## src/rtl/bank_pkg.sv

```systemverilog
package bank_pkg;

   typedef enum logic [1:0] {
      ACC_NONE     = 2'b00,
      ACC_HIT      = 2'b01,
      ACC_EMPTY    = 2'b10,
      ACC_CONFLICT = 2'b11
   } acc_class_t;

   typedef enum logic [2:0] {
      ST_IDLE,
      ST_PRE,
      ST_ACT,
      ST_COL,
      ST_CPRE,
      ST_RPRE,
      ST_REF
   } seq_state_t;

endpackage

```

## src/rtl/bank_refresh_timer.sv

```systemverilog
module bank_refresh_timer #(
   parameter int INTERVAL = 780
) (
   input  logic clk,
   input  logic rst_n,
   input  logic ref_taken,
   output logic ref_due
);
   localparam int W = (INTERVAL > 2) ? $clog2(INTERVAL) : 1;
   localparam logic [W-1:0] LAST = W'(INTERVAL - 1);

   if (INTERVAL < 2) begin : g_bad_interval
      $error("bank_refresh_timer: INTERVAL must be at least 2");
   end

   logic [W-1:0] tick_cnt;
   logic         pend_q;
   logic         tick;

   assign tick = (tick_cnt == LAST);

   always_ff @(posedge clk) begin
      if (!rst_n) begin
         tick_cnt <= '0;
         pend_q   <= 1'b0;
      end else begin
         tick_cnt <= tick ? '0 : tick_cnt + W'(1);
         if (tick)
            pend_q <= 1'b1;
         else if (ref_taken)
            pend_q <= 1'b0;
      end
   end

   assign ref_due = pend_q;

   assert_cnt_bound_R10: assert property (@(posedge clk) disable iff (!rst_n)
      tick_cnt <= LAST)
      else $error("refresh counter beyond interval");

   assert_due_after_tick_R10: assert property (@(posedge clk) disable iff (!rst_n)
      tick |=> ref_due)
      else $error("refresh not flagged after interval");

endmodule

```

## src/rtl/bank_row_tracker.sv

```systemverilog
module bank_row_tracker
   import bank_pkg::*;
#(
   parameter int ROW_W = 12
) (
   input  logic             clk,
   input  logic             rst_n,
   input  logic             open_set,
   input  logic             open_clr,
   input  logic [ROW_W-1:0] set_row,
   input  logic [ROW_W-1:0] probe_row,
   output logic             row_open,
   output acc_class_t       probe_class
);
   logic             open_q;
   logic [ROW_W-1:0] row_q;

   always_ff @(posedge clk) begin
      if (!rst_n) begin
         open_q <= 1'b0;
         row_q  <= '0;
      end else if (open_set) begin
         open_q <= 1'b1;
         row_q  <= set_row;
      end else if (open_clr) begin
         open_q <= 1'b0;
      end
   end

   always_comb begin
      if (!open_q)
         probe_class = ACC_EMPTY;
      else if (row_q == probe_row)
         probe_class = ACC_HIT;
      else
         probe_class = ACC_CONFLICT;
   end

   assign row_open = open_q;

   assert_no_set_clr_R11: assert property (@(posedge clk) disable iff (!rst_n)
      !(open_set && open_clr))
      else $error("row buffer opened and closed together");

   assert_set_opens_R3: assert property (@(posedge clk) disable iff (!rst_n)
      open_set |=> row_open)
      else $error("activate did not open the row");

   assert_clr_empties_R8: assert property (@(posedge clk) disable iff (!rst_n)
      open_clr |=> !row_open)
      else $error("precharge did not empty the row buffer");

endmodule

```

## src/rtl/bank_sequencer.sv

```systemverilog
module bank_sequencer
   import bank_pkg::*;
#(
   parameter int ROW_W     = 12,
   parameter int COL_W     = 12,
   parameter int PHASE_CYC = 2,
   parameter int REF_CYC   = 8
) (
   input  logic                                      clk,
   input  logic                                      rst_n,
   input  logic                                      req_valid,
   input  logic [ROW_W-1:0]                          req_row,
   input  logic [COL_W-1:0]                          req_col,
   input  logic                                      req_write,
   input  logic                                      close_sel,
   input  logic                                      ref_due,
   input  logic                                      row_open,
   input  acc_class_t                                probe_class,
   output logic                                      open_set,
   output logic                                      open_clr,
   output logic [ROW_W-1:0]                          set_row,
   output logic                                      ref_taken,
   output logic                                      busy,
   output logic                                      done,
   output acc_class_t                                acc_class,
   output logic                                      cmd_pre,
   output logic                                      cmd_act,
   output logic                                      cmd_rd,
   output logic                                      cmd_wr,
   output logic                                      cmd_ref,
   output logic [((ROW_W > COL_W) ? ROW_W : COL_W)-1:0] cmd_addr
);
   localparam int ADDR_W  = (ROW_W > COL_W) ? ROW_W : COL_W;
   localparam int MAX_LEN = (PHASE_CYC > REF_CYC) ? PHASE_CYC : REF_CYC;
   localparam int CNT_W   = $clog2(MAX_LEN + 1);
   localparam logic [CNT_W-1:0] PH_LAST  = CNT_W'(PHASE_CYC - 1);
   localparam logic [CNT_W-1:0] REF_LAST = CNT_W'(REF_CYC - 1);

   seq_state_t       state, nxt;
   logic [CNT_W-1:0] cnt, nxt_cnt;
   logic             first;
   logic             go;
   logic             accept;
   logic [ROW_W-1:0] lat_row;
   logic [COL_W-1:0] lat_col;
   logic             lat_we;
   logic             lat_close;
   acc_class_t       lat_cls;
   logic             phase_end;

   assign phase_end = (cnt == '0);
   assign accept    = (state == ST_IDLE) && !ref_due && req_valid;

   always_comb begin
      nxt       = state;
      go        = 1'b0;
      open_set  = 1'b0;
      open_clr  = 1'b0;
      ref_taken = 1'b0;
      unique case (state)
         ST_IDLE: begin
            if (ref_due) begin
               ref_taken = 1'b1;
               go        = 1'b1;
               nxt       = row_open ? ST_RPRE : ST_REF;
            end else if (req_valid) begin
               go = 1'b1;
               unique case (probe_class)
                  ACC_HIT:   nxt = ST_COL;
                  ACC_EMPTY: nxt = ST_ACT;
                  default:   nxt = ST_PRE;
               endcase
            end
         end
         ST_PRE: begin
            if (phase_end) begin
               open_clr = 1'b1;
               go       = 1'b1;
               nxt      = ST_ACT;
            end
         end
         ST_ACT: begin
            if (phase_end) begin
               open_set = 1'b1;
               go       = 1'b1;
               nxt      = ST_COL;
            end
         end
         ST_COL: begin
            if (phase_end) begin
               go  = 1'b1;
               nxt = lat_close ? ST_CPRE : ST_IDLE;
            end
         end
         ST_CPRE: begin
            if (phase_end) begin
               open_clr = 1'b1;
               go       = 1'b1;
               nxt      = ST_IDLE;
            end
         end
         ST_RPRE: begin
            if (phase_end) begin
               open_clr = 1'b1;
               go       = 1'b1;
               nxt      = ST_REF;
            end
         end
         ST_REF: begin
            if (phase_end) begin
               go  = 1'b1;
               nxt = ST_IDLE;
            end
         end
         default: nxt = ST_IDLE;
      endcase
   end

   always_comb begin
      if (go) begin
         if (nxt == ST_REF)
            nxt_cnt = REF_LAST;
         else if (nxt == ST_IDLE)
            nxt_cnt = '0;
         else
            nxt_cnt = PH_LAST;
      end else if (!phase_end) begin
         nxt_cnt = cnt - CNT_W'(1);
      end else begin
         nxt_cnt = cnt;
      end
   end

   always_ff @(posedge clk) begin
      if (!rst_n) begin
         state     <= ST_IDLE;
         cnt       <= '0;
         first     <= 1'b0;
         lat_row   <= '0;
         lat_col   <= '0;
         lat_we    <= 1'b0;
         lat_close <= 1'b0;
         lat_cls   <= ACC_NONE;
      end else begin
         state <= nxt;
         cnt   <= nxt_cnt;
         first <= go && (nxt != ST_IDLE);
         if (accept) begin
            lat_row   <= req_row;
            lat_col   <= req_col;
            lat_we    <= req_write;
            lat_close <= close_sel;
            lat_cls   <= probe_class;
         end
      end
   end

   assign set_row   = lat_row;
   assign busy      = (state != ST_IDLE) || ref_due;
   assign done      = (state == ST_COL) && phase_end;
   assign acc_class = done ? lat_cls : ACC_NONE;

   assign cmd_pre = first && ((state == ST_PRE) || (state == ST_CPRE) || (state == ST_RPRE));
   assign cmd_act = first && (state == ST_ACT);
   assign cmd_rd  = first && (state == ST_COL) && !lat_we;
   assign cmd_wr  = first && (state == ST_COL) && lat_we;
   assign cmd_ref = first && (state == ST_REF);

   always_comb begin
      if (state == ST_ACT)
         cmd_addr = ADDR_W'(lat_row);
      else if (state == ST_COL)
         cmd_addr = ADDR_W'(lat_col);
      else
         cmd_addr = '0;
   end

   assert_one_cmd_R6: assert property (@(posedge clk) disable iff (!rst_n)
      $onehot0({cmd_pre, cmd_act, cmd_rd, cmd_wr, cmd_ref}))
      else $error("more than one command strobe");

   assert_ref_outside_access_R10: assert property (@(posedge clk) disable iff (!rst_n)
      (cmd_ref) |-> ($past(state) == ST_IDLE || $past(state) == ST_RPRE))
      else $error("refresh started inside an access");

   assert_hit_direct_R2: assert property (@(posedge clk) disable iff (!rst_n)
      (first && state == ST_COL && lat_cls == ACC_HIT) |-> ($past(state) == ST_IDLE))
      else $error("hit went through extra phases");

   assert_col_row_open_R5: assert property (@(posedge clk) disable iff (!rst_n)
      (state == ST_COL) |-> row_open)
      else $error("column phase with no open row");

   assert_close_pre_R8: assert property (@(posedge clk) disable iff (!rst_n)
      (done && lat_close) |=> cmd_pre)
      else $error("close-page access not followed by precharge");

   assert_open_idle_R7: assert property (@(posedge clk) disable iff (!rst_n)
      (done && !lat_close) |=> (state == ST_IDLE && row_open))
      else $error("open-page access did not return to idle with row open");

   assert_class_quiet_R12: assert property (@(posedge clk) disable iff (!rst_n)
      !done |-> (acc_class == ACC_NONE))
      else $error("class output active without done");

endmodule

```

## src/rtl/dram_bank_ctrl.sv

```systemverilog
module dram_bank_ctrl
   import bank_pkg::*;
#(
   parameter int ROW_W        = 12,
   parameter int COL_W        = 12,
   parameter int PHASE_CYC    = 2,
   parameter int REF_CYC      = 8,
   parameter int REF_INTERVAL = 780,
   parameter int POLICY       = 0
) (
   input  logic                                      clk,
   input  logic                                      rst_n,
   input  logic                                      req_valid,
   input  logic [ROW_W-1:0]                          req_row,
   input  logic [COL_W-1:0]                          req_col,
   input  logic                                      req_write,
   input  logic                                      page_close,
   output logic                                      busy,
   output logic                                      done,
   output logic [1:0]                                acc_class,
   output logic                                      cmd_pre,
   output logic                                      cmd_act,
   output logic                                      cmd_rd,
   output logic                                      cmd_wr,
   output logic                                      cmd_ref,
   output logic [((ROW_W > COL_W) ? ROW_W : COL_W)-1:0] cmd_addr
);
   localparam int ADDR_W = (ROW_W > COL_W) ? ROW_W : COL_W;

   if (ROW_W < 1 || COL_W < 1) begin : g_bad_width
      $error("dram_bank_ctrl: address widths must be positive");
   end
   if (PHASE_CYC < 1 || REF_CYC < 1) begin : g_bad_phase
      $error("dram_bank_ctrl: phase and refresh lengths must be positive");
   end
   if (REF_INTERVAL <= 3 * PHASE_CYC + REF_CYC) begin : g_bad_interval
      $error("dram_bank_ctrl: refresh interval too short for one access plus refresh");
   end

   logic close_sel;

   if (POLICY == 0) begin : g_policy_pin
      assign close_sel = page_close;
   end else if (POLICY == 1) begin : g_policy_open
      assign close_sel = 1'b0;
   end else if (POLICY == 2) begin : g_policy_close
      assign close_sel = 1'b1;
   end else begin : g_policy_bad
      $error("dram_bank_ctrl: POLICY must be 0, 1 or 2");
   end

   logic             ref_due;
   logic             ref_taken;
   logic             row_open;
   logic             open_set;
   logic             open_clr;
   logic [ROW_W-1:0] set_row;
   acc_class_t       probe_class;
   acc_class_t       seq_class;
   logic [ADDR_W-1:0] seq_addr;

   bank_refresh_timer #(
      .INTERVAL (REF_INTERVAL)
   ) u_refresh (
      .clk       (clk),
      .rst_n     (rst_n),
      .ref_taken (ref_taken),
      .ref_due   (ref_due)
   );

   bank_row_tracker #(
      .ROW_W (ROW_W)
   ) u_rows (
      .clk         (clk),
      .rst_n       (rst_n),
      .open_set    (open_set),
      .open_clr    (open_clr),
      .set_row     (set_row),
      .probe_row   (req_row),
      .row_open    (row_open),
      .probe_class (probe_class)
   );

   bank_sequencer #(
      .ROW_W     (ROW_W),
      .COL_W     (COL_W),
      .PHASE_CYC (PHASE_CYC),
      .REF_CYC   (REF_CYC)
   ) u_seq (
      .clk         (clk),
      .rst_n       (rst_n),
      .req_valid   (req_valid),
      .req_row     (req_row),
      .req_col     (req_col),
      .req_write   (req_write),
      .close_sel   (close_sel),
      .ref_due     (ref_due),
      .row_open    (row_open),
      .probe_class (probe_class),
      .open_set    (open_set),
      .open_clr    (open_clr),
      .set_row     (set_row),
      .ref_taken   (ref_taken),
      .busy        (busy),
      .done        (done),
      .acc_class   (seq_class),
      .cmd_pre     (cmd_pre),
      .cmd_act     (cmd_act),
      .cmd_rd      (cmd_rd),
      .cmd_wr      (cmd_wr),
      .cmd_ref     (cmd_ref),
      .cmd_addr    (seq_addr)
   );

   assign acc_class = seq_class;
   assign cmd_addr  = seq_addr;

   assert_busy_during_ref_R11: assert property (@(posedge clk) disable iff (!rst_n)
      cmd_ref |-> busy)
      else $error("refresh with busy low");

   assert_done_busy_R9: assert property (@(posedge clk) disable iff (!rst_n)
      done |-> busy)
      else $error("done outside a busy access");

endmodule

```

## config.mk

```make
export PLATFORM = sky130hd
export DESIGN_NAME = dram_bank_ctrl
export DESIGN_NICKNAME = d
export VERILOG_FILES = /design/src/rtl/bank_pkg.sv /design/src/rtl/bank_refresh_timer.sv /design/src/rtl/bank_row_tracker.sv /design/src/rtl/bank_sequencer.sv /design/src/rtl/dram_bank_ctrl.sv
export SDC_FILE = /design/constraint.sdc
export NUM_CORES = 1
export LEC_CHECK = 0
export BUFFER_PORTS_ARGS = -buffer_cell sky130_fd_sc_hd__buf_2
export CORE_MARGIN = 1
export CORE_UTILIZATION = 45
export CTS_CLUSTER_SIZE = 40
export DETAILED_ROUTE_END_ITERATION = 7
export PLACE_DENSITY = 0.66
export SLEW_MARGIN = 20
export SYNTH_ARGS = -nofsm -noshare
export SYNTH_HDL_FRONTEND = slang
export SYNTH_SLANG_ARGS = --single-unit
export TNS_END_PERCENT = 10
```

## constraint.sdc

```tcl
create_clock -name clk -period 2.08 [get_ports clk]
set_input_delay 0.52 -clock clk [delete_from_list [all_inputs] [get_ports clk]]
set_output_delay 0.52 -clock clk [all_outputs]
set_load 0.03 [all_outputs]
```

==> results_dict.tcl <==
set metrics [dict create \
    final_cell_mix "86 x nand2_1, 56 x dfxtp_1, 47 x buf_2" \
    crit_start "u_seq.cnt[0]$_SDFFE_PN0P_" \
    cts_root_buffer "clkbuf_8" \
    setup_viol 0 \
    grt_pass1_vias 2233 \
    cp-endpoint "acc_class[0]" \
    fin_ws_ps 10.02 \
    drive_gt1_share_pct 22.56 \
    dieArea_um2 6673 \
    irDropWorstVdd_mv 0.6357 \
    fin_crit_sh_pct 99.52 \
    setup_tns_ps 0 \
    cap_viol_max_count 0 \
    synth.top_cell.area_share_pct 42.03 \
    power.leakage_nw 1.375 \
    area_delta_synth_final_pct 21.10 \
    r2r-start "u_seq.cnt[0]$_SDFFE_PN0P_" \
    crit_path_start_kind "flop" \
    vias 2460 \
    grt_first_pass_wirelength_um 10330 \
    synthCells 342 \
    antenna_cells 0 \
    finalClockSkew_ps 9.321 \
    crit_type "flop to output pin" \
    grt_max_degree 28 \
    ys_types 45 \
    synth_area_um2 2858 \
    rsz0062_at_grt "yes" \
    synth.largest_area_cell "dfxtp_1" \
    cp_max_fo 4 \
    hpwl_um 4292 \
    reg2reg_slack_ps 70 \
    preCtsSetupSlack_ps 83.74 \
    syn_nets 373 \
    fp.dieH_um 81.69 \
    timing.rr.end "u_seq.cnt[0]$_SDFFE_PN0P_" \
    min-delay-start "req_col[4]" \
    wl_per_cell_um 13.31 \
    cts_max_level 3 \
    dr.first_iter.drc_count 70 \
    ys_seq_area_share_pct 42.03 \
    clkLatencyLatePin_ps 340 \
    fmax_ghz 0.4831 \
    core_um2 6026 \
    port_buffers 49 \
    ant_nets 0 \
    synthFlopType "dfxtp_1" \
    die_w_um 81.69 \
    cp.required_ps 1560 \
    cts_sinks 60 \
    gp_congestion 0.8285 \
    clkTransAtPathRegs_ps 70 \
    post_cts_buffers 0 \
    final_net_count 425 \
    floorplan.rows 28 \
    hold_violations 0 \
    cts_tree "done" \
    start_util_pct 47.43 \
    outcome "completed" \
    yosysWarningCount 0 \
    track_usage_pct 20.75 \
    cts_hold_buf 0 \
    io_pins 50 \
    hold_depth 3 \
    finalMaxSlewViolations 0 \
    min_period_ps 2070 \
    vias_per_cell 5.190 \
    tightestPinTransition_ps 471.2 \
    hold_path.class "input pin to flop" \
    synth.area.top_cells "dfxtp_1 42%, nand2_1 11%, a21boi_1 7.6%" \
    routed_wl_um 6307 \
    p_per_area_nw_per_um2 1178 \
    drc 0 \
    tritoncts.num_buffers 9 \
    synthArstFlopShare_pct 0 \
    cts_buffer_depth 2 \
    cp-end-kind "output pin" \
    rr_worst_depth 7 \
    postSynthAreaPerCell_um2 8.356 \
    synth_seq_cells 60 \
    slew_headroom_pct 68.47 \
    grt-ovfl-total 0 \
    drt_pass1_iterations 4 \
    antenna_found_initial 0 \
    synth_enable_flop_cells 0 \
    final_common_cell "nand2_1" \
    arrival_ps 1550 \
]
-- logic make-up (layout without fill, tap and decap cells) --
kind of cell	count (synthesis)	count (layout)	synth area share (%)
XOR/XNOR	21	21	6.436
buffers and inverters	24	81	3.766
flip-flops	60	60	42.03
AO/OA/AOI/OAI	67	67	16.42
AND/OR/NAND/NOR	155	155	25.92
adder cells (fa/ha/maj)	2	2	0.8755
multiplexers	13	13	4.553
-- critical path, stage by stage (launching register included) --
cell and delay, ps:
dfxtp_2 330, inv_2 60, ha_4 140, nor3b_4 200, and3_4 220, and2_4 140, buf_6 120
-- flip-flops by register name, summed over array words and instances, names as in the netlist --
| signal | count |
|---|---|
| u_rows.row_open | 1 |
| u_seq.first | 1 |
| u_seq.lat_we | 1 |
| u_seq.cnt | 4 |
| u_seq.lat_close | 1 |
| u_seq.lat_cls | 2 |
| u_refresh.ref_due | 1 |
| u_seq.set_row | 12 |
| u_seq.lat_col | 12 |
| u_refresh.tick_cnt | 10 |
| u_seq.state | 3 |
| u_rows.row_q | 12 |
-- layout make-up --
class | instances | area, um2
Clock inverter | 1 | 30.03
Fill cell | 592 | 2565
Multi-Input combinational cell | 258 | 1580
Tap cell | 75 | 93.84
Timing Repair Buffer | 60 | 365.4
Sequential cell | 60 | 1206
Inverter | 5 | 18.77
Clock buffer | 15 | 166.4
-- metal layers --
metal,global-route usage [%],vias up,wire length (um)
met5,0,-,0
met4,5.789,0,40
met3,7.556,4,295
met2,33.92,46,3032
met1,25.58,1157,2939
li1,-,1253,-
-- worst min-delay path by stage --
stage | to
after floorplan | u_refresh.tick_cnt[0]$_SDFF_PP0_
after global placement | u_refresh.tick_cnt[0]$_SDFF_PP0_
after detailed placement | u_refresh.tick_cnt[0]$_SDFF_PP0_
after CTS | u_seq.lat_col[4]$_SDFFE_PN0P_
after global routing | u_seq.lat_col[2]$_SDFFE_PN0P_
final | u_seq.lat_col[4]$_SDFFE_PN0P_
-- power breakdown --
group,internal [mW],total [mW],switching [mW]
sequential,1.33,1.49,0.166
combinational,0.628,1.52,0.891
clock,0.622,1.06,0.441
-- repair_timing --
item / 4_1_cts / 5_1_grt
cloned: 0 / 0
setup endpoints to repair: 16 / 12
pin swaps: 1 / 2
resized for setup: 10 / 7
-- synth_stat cells (all sizes together), types with 2 or more instances --
cell,n
a21boi,41
a21oi,8
and2,8
and3,4
buf,11
clkbuf,8
dfxtp,60
ha,2
inv,5
mux2i,13
nand2,87
nand3,4
nand4,6
nor2,27
nor2b,2
nor3,2
nor3b,3
nor4,3
o21ai,6
o22ai,3
o31ai,2
or3,3
xnor2,16
xor2,5
-- stage by stage --
stage | hold slack (ps) | power, mW | instance area (um2) | util (%) | cells
floorplan | 413.0 | 2.564 | 2859 | - | 342
global placement | 423.4 | 2.954 | 3217 | 53.38 | 458
detailed placement | 435.0 | 2.968 | 3217 | 53.38 | 458
CTS | 403.2 | 4.076 | 3442 | 57.12 | 474
global route | 404.9 | 4.331 | 3461 | 57.43 | 474
finish | 409.3 | 4.076 | 3461 | 57.43 | 474
Power figures use the tool's default switching activity.
